**src/rtl/sercon_pkg.sv**
```systemverilog
package sercon_pkg;
  // word indices on the bus
  localparam int A_BAUD  = 0;
  localparam int A_TXBUF = 1;
  localparam int A_RXBUF = 2;
  localparam int A_CTRL  = 3;
  localparam int A_INTEN = 4;
  localparam int A_STAT  = 5;
  localparam int A_GUARD = 6;
  localparam int A_TMO   = 7;
  localparam int A_TXRST = 8;
  localparam int A_RXRST = 9;

  // control word bits
  localparam int CB_PAR  = 5;
  localparam int CB_RUN  = 7;
  localparam int CB_RXEN = 8;
  localparam int CB_FRAC = 12;

  // status word bits
  localparam int SB_RXAV   = 0;
  localparam int SB_ERR    = 2;
  localparam int SB_TXFULL = 9;

  typedef enum logic [2:0] {
    FR_IDLE,
    FR_START,
    FR_DATA,
    FR_PAR,
    FR_STOP
  } frame_st_t;
endpackage

```
**src/rtl/sercon_baud.sv**
```systemverilog
module sercon_baud #(
  parameter int BAUD_W = 16
) (
  input  logic              clk,
  input  logic              rst,
  input  logic              run,
  input  logic              frac,
  input  logic [BAUD_W-1:0] reload,
  output logic              tick
);
  logic [BAUD_W-1:0] cnt;
  logic [BAUD_W-1:0] acc;
  logic [BAUD_W:0]   acc_sum;

  assign acc_sum = {1'b0, acc} + {1'b0, reload};

  always_ff @(posedge clk) begin
    if (rst || !run) begin
      cnt  <= '0;
      acc  <= '0;
      tick <= 1'b0;
    end else if (frac) begin
      acc  <= acc_sum[BAUD_W-1:0];
      tick <= acc_sum[BAUD_W];
    end else if (cnt == '0) begin
      tick <= 1'b1;
      cnt  <= (reload == '0) ? '0 : reload - 1'b1;
    end else begin
      tick <= 1'b0;
      cnt  <= cnt - 1'b1;
    end
  end

  AST_TICK_SPACED: assert property (@(posedge clk) disable iff (rst)
    (run && !frac && tick && reload > 1 && $stable(reload) && $past(run) && !$past(frac)) |=> !tick);
endmodule

```
**src/rtl/sercon_tx.sv**
```systemverilog
module sercon_tx
  import sercon_pkg::*;
#(
  parameter int CHAR_W = 8,
  parameter int OVS    = 16
) (
  input  logic              clk,
  input  logic              rst,
  input  logic              run,
  input  logic              tick,
  input  logic              par_en,
  input  logic              buf_full,
  input  logic [CHAR_W-1:0] buf_data,
  output logic              load,
  output logic              txd
);
  localparam int PH_W = $clog2(OVS);
  localparam int BN_W = $clog2(CHAR_W);
  localparam logic [PH_W-1:0] PH_END  = PH_W'(OVS - 1);
  localparam logic [BN_W-1:0] BN_LAST = BN_W'(CHAR_W - 1);

  frame_st_t         st;
  logic [PH_W-1:0]   phase;
  logic [BN_W-1:0]   bitn;
  logic [CHAR_W-1:0] sh;
  logic              par;

  assign load = run && (st == FR_IDLE) && buf_full;

  always_ff @(posedge clk) begin
    if (rst || !run) begin
      st    <= FR_IDLE;
      phase <= '0;
      bitn  <= '0;
      sh    <= '0;
      par   <= 1'b1;
    end else if (load) begin
      sh    <= buf_data;
      par   <= ~^buf_data;
      st    <= FR_START;
      phase <= '0;
      bitn  <= '0;
    end else if (tick && st != FR_IDLE) begin
      if (phase == PH_END) begin
        phase <= '0;
        case (st)
          FR_START: st <= FR_DATA;
          FR_DATA: begin
            sh <= sh >> 1;
            if (bitn == BN_LAST) st <= par_en ? FR_PAR : FR_STOP;
            else bitn <= bitn + 1'b1;
          end
          FR_PAR:  st <= FR_STOP;
          default: st <= FR_IDLE;
        endcase
      end else begin
        phase <= phase + 1'b1;
      end
    end
  end

  always_ff @(posedge clk) begin
    if (rst || !run) txd <= 1'b1;
    else begin
      case (st)
        FR_START: txd <= 1'b0;
        FR_DATA:  txd <= sh[0];
        FR_PAR:   txd <= par;
        default:  txd <= 1'b1;
      endcase
    end
  end

  AST_TXD_IDLE_WHEN_STOPPED: assert property (@(posedge clk) disable iff (rst)
    !run |=> txd);
  AST_START_BIT_LOW: assert property (@(posedge clk) disable iff (rst)
    (st == FR_DATA && $past(st) == FR_START) |-> !txd);
endmodule

```
**src/rtl/sercon_rx.sv**
```systemverilog
module sercon_rx
  import sercon_pkg::*;
#(
  parameter int CHAR_W = 8,
  parameter int OVS    = 16
) (
  input  logic              clk,
  input  logic              rst,
  input  logic              en,
  input  logic              tick,
  input  logic              par_en,
  input  logic              rxd,
  output logic              done,
  output logic [CHAR_W-1:0] data,
  output logic              bad
);
  localparam int PH_W = $clog2(OVS);
  localparam int BN_W = $clog2(CHAR_W);
  localparam logic [PH_W-1:0] PH_END  = PH_W'(OVS - 1);
  localparam logic [PH_W-1:0] PH_MID  = PH_W'(OVS / 2 - 1);
  localparam logic [BN_W-1:0] BN_LAST = BN_W'(CHAR_W - 1);

  logic              rx_m, rx_s;
  frame_st_t         st;
  logic [PH_W-1:0]   phase;
  logic [BN_W-1:0]   bitn;
  logic [CHAR_W-1:0] sh;
  logic              par_s;

  always_ff @(posedge clk) begin
    if (rst) begin
      rx_m <= 1'b1;
      rx_s <= 1'b1;
    end else begin
      rx_m <= rxd;
      rx_s <= rx_m;
    end
  end

  always_ff @(posedge clk) begin
    if (rst || !en) begin
      st    <= FR_IDLE;
      phase <= '0;
      bitn  <= '0;
      sh    <= '0;
      par_s <= 1'b0;
      done  <= 1'b0;
      data  <= '0;
      bad   <= 1'b0;
    end else begin
      done <= 1'b0;
      if (st == FR_IDLE) begin
        if (!rx_s) begin
          st    <= FR_START;
          phase <= '0;
        end
      end else if (tick) begin
        case (st)
          FR_START: begin
            if (phase == PH_MID) begin
              phase <= '0;
              bitn  <= '0;
              st    <= rx_s ? FR_IDLE : FR_DATA;
            end else phase <= phase + 1'b1;
          end
          FR_DATA: begin
            if (phase == PH_END) begin
              phase <= '0;
              sh    <= {rx_s, sh[CHAR_W-1:1]};
              if (bitn == BN_LAST) st <= par_en ? FR_PAR : FR_STOP;
              else bitn <= bitn + 1'b1;
            end else phase <= phase + 1'b1;
          end
          FR_PAR: begin
            if (phase == PH_END) begin
              phase <= '0;
              par_s <= rx_s;
              st    <= FR_STOP;
            end else phase <= phase + 1'b1;
          end
          default: begin
            if (phase == PH_END) begin
              phase <= '0;
              done  <= 1'b1;
              data  <= sh;
              bad   <= !rx_s || (par_en && !(^{sh, par_s}));
              st    <= FR_IDLE;
            end else phase <= phase + 1'b1;
          end
        endcase
      end
    end
  end

  AST_START_CONFIRMED_LOW: assert property (@(posedge clk) disable iff (rst)
    (st == FR_DATA && $past(st) == FR_START) |-> !$past(rx_s));
  AST_DONE_SINGLE: assert property (@(posedge clk) disable iff (rst)
    done |=> !done);
endmodule

```
**src/rtl/sercon_top.sv**
```systemverilog
module sercon_top
  import sercon_pkg::*;
#(
  parameter int ADDR_W = 4,
  parameter int DATA_W = 32,
  parameter int CTRL_W = 16,
  parameter int BAUD_W = 16,
  parameter int CHAR_W = 8,
  parameter int OVS    = 16
) (
  input  logic              clk,
  input  logic              rst,
  input  logic              bus_wr,
  input  logic              bus_rd,
  input  logic [ADDR_W-1:0] bus_addr,
  input  logic [DATA_W-1:0] bus_wdata,
  output logic [DATA_W-1:0] bus_rdata,
  input  logic              rxd,
  output logic              txd
);
  localparam logic [ADDR_W-1:0] AD_BAUD  = ADDR_W'(A_BAUD);
  localparam logic [ADDR_W-1:0] AD_TXBUF = ADDR_W'(A_TXBUF);
  localparam logic [ADDR_W-1:0] AD_RXBUF = ADDR_W'(A_RXBUF);
  localparam logic [ADDR_W-1:0] AD_CTRL  = ADDR_W'(A_CTRL);
  localparam logic [ADDR_W-1:0] AD_INTEN = ADDR_W'(A_INTEN);
  localparam logic [ADDR_W-1:0] AD_STAT  = ADDR_W'(A_STAT);
  localparam logic [ADDR_W-1:0] AD_GUARD = ADDR_W'(A_GUARD);
  localparam logic [ADDR_W-1:0] AD_TMO   = ADDR_W'(A_TMO);
  localparam logic [ADDR_W-1:0] AD_TXRST = ADDR_W'(A_TXRST);
  localparam logic [ADDR_W-1:0] AD_RXRST = ADDR_W'(A_RXRST);

  logic [BAUD_W-1:0] baud_q;
  logic [CTRL_W-1:0] ctrl_q;
  logic [DATA_W-1:0] inten_q, guard_q, tmo_q;
  logic [CHAR_W-1:0] txbuf_q, rxbuf_q;
  logic              tx_full, rx_avail, rx_err;
  logic [DATA_W-1:0] rd_mux, stat_w, rdata_q;

  logic              tick, tx_load, rx_done, rx_bad;
  logic [CHAR_W-1:0] rx_data;
  logic              run, rx_en, par_en, frac;

  assign run    = ctrl_q[CB_RUN];
  assign rx_en  = ctrl_q[CB_RUN] && ctrl_q[CB_RXEN];
  assign par_en = ctrl_q[CB_PAR];
  assign frac   = ctrl_q[CB_FRAC];

  logic wr_txbuf, wr_txrst, wr_rxrst, rd_rxbuf;
  assign wr_txbuf = bus_wr && bus_addr == AD_TXBUF;
  assign wr_txrst = bus_wr && bus_addr == AD_TXRST && bus_wdata[0];
  assign wr_rxrst = bus_wr && bus_addr == AD_RXRST && bus_wdata[0];
  assign rd_rxbuf = bus_rd && bus_addr == AD_RXBUF;

  sercon_baud #(.BAUD_W(BAUD_W)) u_baud (
    .clk(clk), .rst(rst), .run(run), .frac(frac), .reload(baud_q), .tick(tick)
  );

  sercon_tx #(.CHAR_W(CHAR_W), .OVS(OVS)) u_tx (
    .clk(clk), .rst(rst), .run(run), .tick(tick), .par_en(par_en),
    .buf_full(tx_full), .buf_data(txbuf_q), .load(tx_load), .txd(txd)
  );

  sercon_rx #(.CHAR_W(CHAR_W), .OVS(OVS)) u_rx (
    .clk(clk), .rst(rst), .en(rx_en), .tick(tick), .par_en(par_en),
    .rxd(rxd), .done(rx_done), .data(rx_data), .bad(rx_bad)
  );

  // configuration and storage words
  always_ff @(posedge clk) begin
    if (rst) begin
      baud_q  <= '0;
      ctrl_q  <= '0;
      inten_q <= '0;
      guard_q <= '0;
      tmo_q   <= '0;
    end else if (bus_wr) begin
      case (bus_addr)
        AD_BAUD:  baud_q  <= bus_wdata[BAUD_W-1:0];
        AD_CTRL:  ctrl_q  <= bus_wdata[CTRL_W-1:0];
        AD_INTEN: inten_q <= bus_wdata;
        AD_GUARD: guard_q <= bus_wdata;
        AD_TMO:   tmo_q   <= bus_wdata;
        default: ;
      endcase
    end
  end

  // transmit holding buffer
  always_ff @(posedge clk) begin
    if (rst) begin
      tx_full <= 1'b0;
      txbuf_q <= '0;
    end else if (tx_load || wr_txrst) begin
      tx_full <= 1'b0;
    end else if (wr_txbuf && !tx_full) begin
      tx_full <= 1'b1;
      txbuf_q <= bus_wdata[CHAR_W-1:0];
    end
  end

  // receive holding buffer
  always_ff @(posedge clk) begin
    if (rst) begin
      rx_avail <= 1'b0;
      rx_err   <= 1'b0;
      rxbuf_q  <= '0;
    end else if (rx_done) begin
      rx_avail <= 1'b1;
      rxbuf_q  <= rx_data;
      rx_err   <= rx_bad || (rx_err && !rd_rxbuf && !wr_rxrst);
    end else if (rd_rxbuf || wr_rxrst) begin
      rx_avail <= 1'b0;
      rx_err   <= 1'b0;
    end
  end

  always_comb begin
    stat_w = '0;
    stat_w[SB_RXAV]   = rx_avail;
    stat_w[SB_ERR]    = rx_err;
    stat_w[SB_TXFULL] = tx_full;
  end

  always_comb begin
    rd_mux = '0;
    case (bus_addr)
      AD_BAUD:  rd_mux[BAUD_W-1:0] = baud_q;
      AD_RXBUF: rd_mux[CHAR_W-1:0] = rxbuf_q;
      AD_CTRL:  rd_mux[CTRL_W-1:0] = ctrl_q;
      AD_INTEN: rd_mux = inten_q;
      AD_STAT:  rd_mux = stat_w;
      AD_GUARD: rd_mux = guard_q;
      AD_TMO:   rd_mux = tmo_q;
      default:  rd_mux = '0;
    endcase
  end

  always_ff @(posedge clk) begin
    if (rst) rdata_q <= '0;
    else if (bus_rd) rdata_q <= rd_mux;
  end
  assign bus_rdata = rdata_q;

  AST_LOAD_FREES_BUFFER: assert property (@(posedge clk) disable iff (rst)
    tx_load |=> !tx_full);
  AST_FULL_BUFFER_KEPT: assert property (@(posedge clk) disable iff (rst)
    (tx_full && !tx_load && !wr_txrst) |=> (tx_full && $stable(txbuf_q)));
  AST_RXREAD_CLEARS: assert property (@(posedge clk) disable iff (rst)
    (rd_rxbuf && !rx_done) |=> (!rx_avail && !rx_err));
  AST_RDATA_HOLD: assert property (@(posedge clk) disable iff (rst)
    !bus_rd |=> $stable(bus_rdata));
  AST_STOPPED_NO_LOAD: assert property (@(posedge clk) disable iff (rst)
    !run |-> !tx_load);
endmodule

```
**config.mk**
```make
export PLATFORM = sky130hd
export DESIGN_NAME = sercon_top
export DESIGN_NICKNAME = d
export VERILOG_FILES = /design/src/rtl/sercon_pkg.sv /design/src/rtl/sercon_baud.sv /design/src/rtl/sercon_tx.sv /design/src/rtl/sercon_rx.sv /design/src/rtl/sercon_top.sv
export SDC_FILE = /design/constraint.sdc
export NUM_CORES = 1
export LEC_CHECK = 0
export BUFFER_PORTS_ARGS = -buffer_cell sky130_fd_sc_hd__buf_2
export CAP_MARGIN = 20
export CORE_MARGIN = 1
export CORE_UTILIZATION = 57
export CTS_BUF_LIST = sky130_fd_sc_hd__clkbuf_4 sky130_fd_sc_hd__clkbuf_8
export DETAILED_ROUTE_END_ITERATION = 10
export GPL_ROUTABILITY_DRIVEN = 0
export HOLD_SLACK_MARGIN = 0.02
export PLACE_DENSITY = 0.79
export SLEW_MARGIN = 30
export SYNTH_ARGS = -nofsm -noshare
export SYNTH_HDL_FRONTEND = slang
export SYNTH_SLANG_ARGS = --single-unit
```
**constraint.sdc**
```tcl
create_clock -name clk -period 2.3 [get_ports clk]
set_input_delay 0.46 -clock clk [delete_from_list [all_inputs] [get_ports clk]]
set_output_delay 0.46 -clock clk [all_outputs]
set_load 0.05 [all_outputs]
```
# Word-level counts from Yosys, hierarchy flattened
# Index checks and enable logic that the tools add are counted.
# W data, S select, Z words.
word_totals:
  ff_bits: 263
classes:
  n_addsub: 7
  n_eq_ne: 30
  mux: 43
  n_bitwise: 5
  n_reduce_logical: 62
op_table:
  columns: ["cell", "n"]
  rows:
  - ["$pmux W8 S7", 1]
  - ["$pmux W16 S3", 1]
  - ["$pmux W8 S6", 1]
  - ["$mux W3", 13]
  - ["$logic_not A16 Y1", 2]
  - ["$mux W16", 2]
  - ["$mux W8", 4]
  - ["$sub A16 B1 Y16 const B", 2]
  - ["$mux W4", 7]
  - ["$eq A4 B3 Y1 const B", 5]
  - ["$pmux W3 S3", 2]
  - ["$add A16 B16 Y17", 1]
  - ["$eq A4 B4 Y1 const B", 4]
  - ["$reduce_and A4 Y1", 4]
  - ["$logic_and A1 B1 Y1", 14]
  - ["$reduce_and A2 Y1", 7]
  - ["$eq A3 B2 Y1 const B", 4]
  - ["$ne A3 B1 Y1 const B", 4]
  - ["$reduce_bool A2 Y1", 6]
  - ["$mux W1", 9]
  - ["$reduce_and A3 Y1", 3]
  - ["$reduce_xor A9 Y1", 1]
  - ["$add A4 B1 Y4 const B", 2]
  - ["$eq A4 B2 Y1 const B", 2]
  - ["other kinds (22)", 46]

# Logic depth before layout (Yosys ltp)
# Gate-level depths: netlist (run 1).
depth:
  word_depth: 7
  ltp_mapped: 9
  depth_no_buf: 8

# Hierarchy
# Synthesis (run 1) repeated with hierarchy kept, for this count alone.
unflattened:
  hier_cells: 1492
  area_unflattened_um2: 12215.5
by_module_without_submodules:
  columns: ["module", "instances", "cells_per_inst", "area_each_um2", "seq_area_each_um2"]
  rows:
  - ["sercon_top", 1, 880, 7223.2, 3583.4]
  - ["sercon_baud", 1, 332, 2519.9, 660.6]
  - ["sercon_rx", 1, 167, 1445.1, 620.6]
  - ["sercon_tx", 1, 113, 1027.2, 400.4]

# Worst setup path after synthesis (run 1)
# Ideal clock, no wire load.
synth_timing:
  kind: "register to register"
  start: "register baud_q[0]"
  end: "register u_baud.acc[14]"
  t_arrival_ns: 2.211
  required_time_ns: 2.180
  slack_ns: -0.030
  path_stages_with_launch: 8
  n_path_buf: 0
  period_less_slack_ns: 2.330
  path_cell_list: "dfxtp_1 -> ha_1 -> fa_1 -> a211oi_1 -> o211ai_1 -> a31oi_1 -> and3b_1 -> a211o_1"
synth_between:
  elab_chain_len: 1
synth_lines:
  columns: ["item", "line_no", "source"]
  rows:
  - ["start, declared", "sercon_top.sv:32", "logic [BAUD_W-1:0] baud_q;"]
  - ["start signal, assigned", "sercon_top.sv:78", "AD_BAUD: baud_q <= bus_wdata[BAUD_W-1:0];"]
  - ["$add A16 B16 Y17", "sercon_baud.sv:15", "assign acc_sum = {1'b0, acc} + {1'b0, reload};"]
  - ["end signal, assigned", "sercon_baud.sv:23", "acc <= acc_sum[BAUD_W-1:0];"]
  - ["end, declared", "sercon_baud.sv:12", "logic [BAUD_W-1:0] acc;"]
# No other way between the ends.
# A chain may end at the register's enable or synchronous reset.

# Worst setup path in the final report (run 1)
layout_timing:
  start: "register baud_q[6]"
  end: "register u_baud.acc[15]"
# The elaborated chain is that of the path after synthesis.

==> results of run 1 <==
-- cell type report --
class | instances | area (sq um)
Clock inverter | 8 | 57.6
Sequential cell | 263 | 5270
Inverter | 13 | 48.8
Timing Repair Buffer | 140 | 925
Multi-Input combinational cell | 1114 | 6150
Clock buffer | 66 | 846
Fill cell | 1659 | 6600
Tap cell | 270 | 338
-- metrics by stage --
step                      hold WS (ns)  setup slack, ns
after floorplan                  0.389           0.0318
after global placement           0.399           0.0792
after detailed placement         0.404           0.0372
after CTS                       0.0529           0.0295
after global routing            0.0598          -0.0268
final                           0.0684           0.0408
-- registers in the layout, indices dropped and copies added (netlist names), 4 cells and up --
name,cells
guard_q,32
u_baud.cnt,16
u_rx.data,8
u_tx.phase,4
u_tx.sh,8
txbuf_q,8
bus_rdata,32
inten_q,32
u_rx.sh,8
baud_q,16
u_rx.phase,4
ctrl_q,16
u_baud.acc,16
rxbuf_q,8
tmo_q,32
-- critical path, stage by stage, from the launching register on --
cell and delay (ns):
dfxtp_1 0.40, ha_1 0.41, o21a_1 0.18, o211ai_1 0.12, a21boi_1 0.38, a21oi_1 0.13
or4_1 0.51, nand3_1 0.07
-- metal layers --
metal / global-route usage / up-vias / part of all wire
li1: - / 5351 / -
met4: 0.114 / 0 / 0.026
met3: 0.0627 / 72 / 0.082
met1: 0.362 / 5208 / 0.42
met2: 0.482 / 401 / 0.47
met5: 0 / - / 0
-- logic make-up after synthesis --
family                     count (synthesis)  share of synthesized area
buffers and inverters                    105                     0.0346
and+or+nand+nor                          598                      0.226
muxes                                     38                     0.0322
adders and majority gates                 26                     0.0282
AOI/OAI and AO/OA                        415                      0.205
DFF                                      263                      0.446
xor gates and xnor gates                  37                     0.0275
-- repair_timing --
| action | in CTS | in global routing |
|---|---|---|
| hold buffers | 0 | 0 |
| endpoints found under the hold margin | 0 | 0 |
| resized for setup | 0 | 4 |
| setup buffers | 0 | 1 |
| endpoints found under the setup margin | 0 | 16 |
-- layout by cell type (no fill, tap or decap), drive strengths merged, types with 26 or more instances in the layout --
cell | synthesis | final
a21oi | 257 | 257
nand2 | 340 | 340
buf | 9 | 140
clkbuf | 83 | 66
nor2 | 115 | 115
nor3 | 32 | 32
mux2i | 38 | 38
o21ai | 32 | 32
a22oi | 54 | 54
dfxtp | 263 | 263
nand3 | 26 | 26
-- power by group --
group / switching, mW / internal, mW
clock network: 1.87 / 2.35
logic: 0.312 / 0.157
registers: 0.0234 / 4.59
-- worst min path at each step --
stage / slack [ns] / cells past startpoint / end
2_1_floorplan: 0.39 / 1 / u_rx.rx_s
3_3_place_gp: 0.40 / 1 / u_rx.rx_s
3_5_place_dp: 0.40 / 1 / u_rx.rx_s
4_1_cts: 0.05 / 2 / u_rx.rx_m
5_1_grt: 0.06 / 2 / u_rx.rx_m
6_report: 0.07 / 2 / u_rx.rx_m
==> impl_metrics.yaml, run 1 <==
finish:
  final_net_count: 1642
  drive_gt1_frac: 0.152
  area_delta_synth_final_pct: 15.6
  antennaDiodeCount: 0
  fin_util: 0.674
  postLayoutCellArea_sq_um: 13600
  stdcell_count: 1874
global_route:
  grt_max_degree: 182
  grt_usage: 0.289
  overflow: 0
  grt_pass1_wl_um: 50800
  antenna_found_initial: 0
  grt_pass1_vias: 10359
timing:
  tns_ns: 0
  maxSlewViolCount: 0
  period_needed_ns: 2.26
  rsz0062_at_grt: "true"
  worstMarginPinSlew_ns: 0.877
  slew-limit-headroom: 0.415
  setup_violations: 0
  timing.fmax_mhz: 443
  final-hold-violation-count: 0
  fin_crit_sh: 0.982
  skew_ns: 0.0270
drt:
  drcViolationCount: 0
  ant_nets: 0
  wire_per_inst_um: 16.6
  wl_um: 31200
  drt_iter0_markers: 955
  firstDrtPassIters: 7
  viasPerCell: 5.89
  num_vias: 11032
synth:
  async_reset_ff_frac: 0
  postSynthCellCount: 1482
  synth_top_area_cell: "dfxtp_1"
  synth_warnings: 0
  netlist_area_sq_um: 11800
  synth_enable_flop_cells: 0
  synthTopCellsByArea: "dfxtp_1 45%, a21oi_1 11%, nand2_1 11%, nor2_1 3.6%, a22oi_1 3.4%"
  synthesis.nets: 1549
  avgSynthCellArea_sq_um: 7.96
  synthMostInstantiatedCell: "nand2_1"
  ys_seq_area_frac: 0.446
  ys_ff_latch: 263
  synth_top_area_share: 0.446
  synth_cell_types: 74
  synth_common_cells: "340 x nand2_1, 263 x dfxtp_1, 257 x a21oi_1"
  ys.flop_type: "dfxtp_1"
worst_setup_path:
  crit_arrival_ns: 2.77
  worstSetupEndpoint: "u_baud.acc[15]"
  reg2reg_depth: 7
  worstPathRequired_ns: 2.81
  start_kind: "flop"
  crit_start: "baud_q[6]"
  crit_type: "flop to flop"
  rr_endpoint: "u_baud.acc[15]"
  reg2reg_from: "baud_q[6]"
  end_kind: "flop"
  path_max_fanout: 6
  r2r_setup_slack_ns: 0.04
cts:
  clkTransAtPathRegs_ns: 0.06
  cts_buffers: 43
  cts_tree: "done"
  clock-sinks: 263
  clkLatencyLatePin_ns: 0.57
  cts_root_buf: "clkbuf_8"
  cts_buffer_depth: 3
  htreeDepth: 2
power:
  power_leakage_nw: 5.02
  powerDensity_nw_per_um2: 682
  power.total_mw: 9.30
  vdd_drop_max_mv: 0.598
placed_design:
  dp_hpwl_um: 20500
  io_buffer_count: 73
  placedInstanceArea_sq_um: 12700
  numPlacedInstances: 1799
floorplan:
  num_rows: 52
  dieArea_sq_um: 21300
  dieWidth_um: 146
  start_util: 0.583
  ios: 74
  dieHeight_um: 146
  coreArea_sq_um: 20200
hold_path:
  hold_class: "input pin to flop"
  hold_start: "rxd"
flow_run:
  maxCapViolCount: 0
run_status:
  status: "finished clean"
Power figures use the tool's default switching activity.
==> inputs of run 2 (changes only) <==
CORE_UTILIZATION = 25   (was 57)
PLACE_DENSITY = default   (was 0.79)
==> impl_metrics.yaml, run 2 (synthesis results as in run 1) <==
run_status:
  status: "finished clean"
placed_design:
  dp_hpwl_um: 23300
  placedInstanceArea_sq_um: 13100
  post-place-ws_ns: -0.0704
  numPlacedInstances: 2135
  io_buffer_count: 73
worst_setup_path:
  crit_start: "baud_q[0]"
  worstPathRequired_ns: 2.74
  crit_chain: "ha_2 -> fa_2 -> a211oi_2 -> o211ai_1 -> a31oi_1 -> and3b_2 -> a211o_1"
  crit_type: "flop to flop"
  cp.depth: 7
  worstSetupEndpoint: "u_baud.acc[14]"
  worst_path_largest_cell_delay_ns: 0.36
  crit_arrival_ns: 2.71
  reg2reg_depth: 7
  r2r_setup_slack_ns: 0.03
  reg2reg_from: "baud_q[0]"
  end_kind: "flop"
  critPathBufInv: 0
  path_max_fanout: 3
  crit_path_top_delay_cell: "fa_2"
  critPathTopFamily: "compound AO/OA/AOI/OAI gates"
  rr_endpoint: "u_baud.acc[14]"
  start_kind: "flop"
floorplan:
  dieArea_sq_um: 48100
  dieHeight_um: 219
  coreArea_sq_um: 46600
  ios: 74
  num_rows: 79
  start_util: 0.253
  dieWidth_um: 219
timing:
  tns_ns: 0
  setup_violations: 0
  timing.fmax_mhz: 441
  maxSlewViolCount: 0
  skew_ns: 0.0207
  worstMarginPinSlew_ns: 0.837
  slew-limit-headroom: 0.442
  fin_crit_sh: 0.985
  whs_ns: 0.0827
  final-hold-violation-count: 0
  setup_slack_ns: 0.0346
  period_needed_ns: 2.27
global_route:
  overflow: 0
  grt_usage: 0.142
  grt_pass1_vias: 10153
  grt_pass1_wl_um: 55000
  antenna_found_initial: 6
  grt_max_degree: 182
power:
  power.total_mw: 9.11
  power_leakage_nw: 5.00
  p_comb_frac: 0.052
  vdd_drop_max_mv: 0.424
  powerDensity_nw_per_um2: 650
  p_clk_frac: 0.441
  internal_power_mw: 6.92
  p_seq_frac: 0.507
  p_sw_mw: 2.19
  swShare: 0.241
cts:
  clock-sinks: 263
  cts_root_buf: "clkbuf_8"
  cts_buffers: 45
  cts_tree: "done"
  cts_buffer_depth: 3
  clkTransAtPathRegs_ns: 0.06
  htreeDepth: 2
  clkLatencyLatePin_ns: 0.57
finish:
  stdcell_count: 2210
  area_delta_synth_final_pct: 18.8
  final_common_cell: "nand2_1"
  drive_gt1_frac: 0.153
  postLayoutCellArea_sq_um: 14000
  mostFrequentLayoutCells: "340 x nand2_1, 263 x dfxtp_1, 257 x a21oi_1"
  filler_cell_count: 4916
  final_net_count: 1647
  fin_util: 0.301
drt:
  firstDrtPassIters: 5
  viasPerCell: 4.89
  wire_per_inst_um: 15.6
  drt_iter0_markers: 807
  drcViolationCount: 0
  num_vias: 10800
  ant_nets: 0
  wl_um: 34500
flow_run:
  maxCapViolCount: 0
hold_path:
  min_path_cells: 2
  hold_class: "input pin to flop"
## run 2: worst min path at each step
stage	startpoint	endpoint	slack (ns)
4_1_cts	rxd	u_rx.rx_m	0.05
3_5_place_dp	u_rx.rx_m	u_rx.rx_s	0.40
3_3_place_gp	u_rx.rx_m	u_rx.rx_s	0.40
5_1_grt	rxd	u_rx.rx_m	0.07
6_report	rxd	u_rx.rx_m	0.08
2_1_floorplan	u_rx.rx_m	u_rx.rx_s	0.39
## run 2: repair_timing
action,CTS,global route
endpoints found under the setup margin,3,7
setup buffers,2,3
pin swaps,3,5
hold buffers,0,0
gates resized for setup,0,7
## run 2: power groups by stage
stage               Sequential, mW  Clock [mW]  Combinational, mW
floorplan                     4.71           0              0.277
global placement              4.71           0              0.463
detailed placement            4.71           0              0.468
CTS                           4.61        4.13              0.470
global route                  4.62        4.32              0.515
finish                        4.61        4.02              0.472
## run 2: cell type report
type	instances	area, sq um	area share
Tap cell	607	759	0.0542
Multi-Input combinational cell	1114	6160	0.440
Inverter	13	48.8	0.00348
Clock buffer	63	786	0.0561
Timing Repair Buffer	143	960	0.0685
Clock inverter	4	23.8	0.00170
Sequential cell	263	5270	0.376
Antenna cell	3	7.51	0.000536
## run 2: layer usage
metal,wire (um),share of wire,up-vias,global-route usage
li1,-,-,5369,-
met1,15500,0.45,5075,0.185
met2,15800,0.46,286,0.227
met3,2160,0.063,66,0.0308
met4,998,0.029,4,0.0535
met5,23,0.00067,-,0
## run 2: worst register-to-register path, delay by kind of cell (launching register included)
kind                       cells  cell delay, ns
and+or+nand+nor                1            0.26
DFF                            1            0.31
AOI/OAI and AO/OA              4            1.03
adders and majority gates      2            0.55
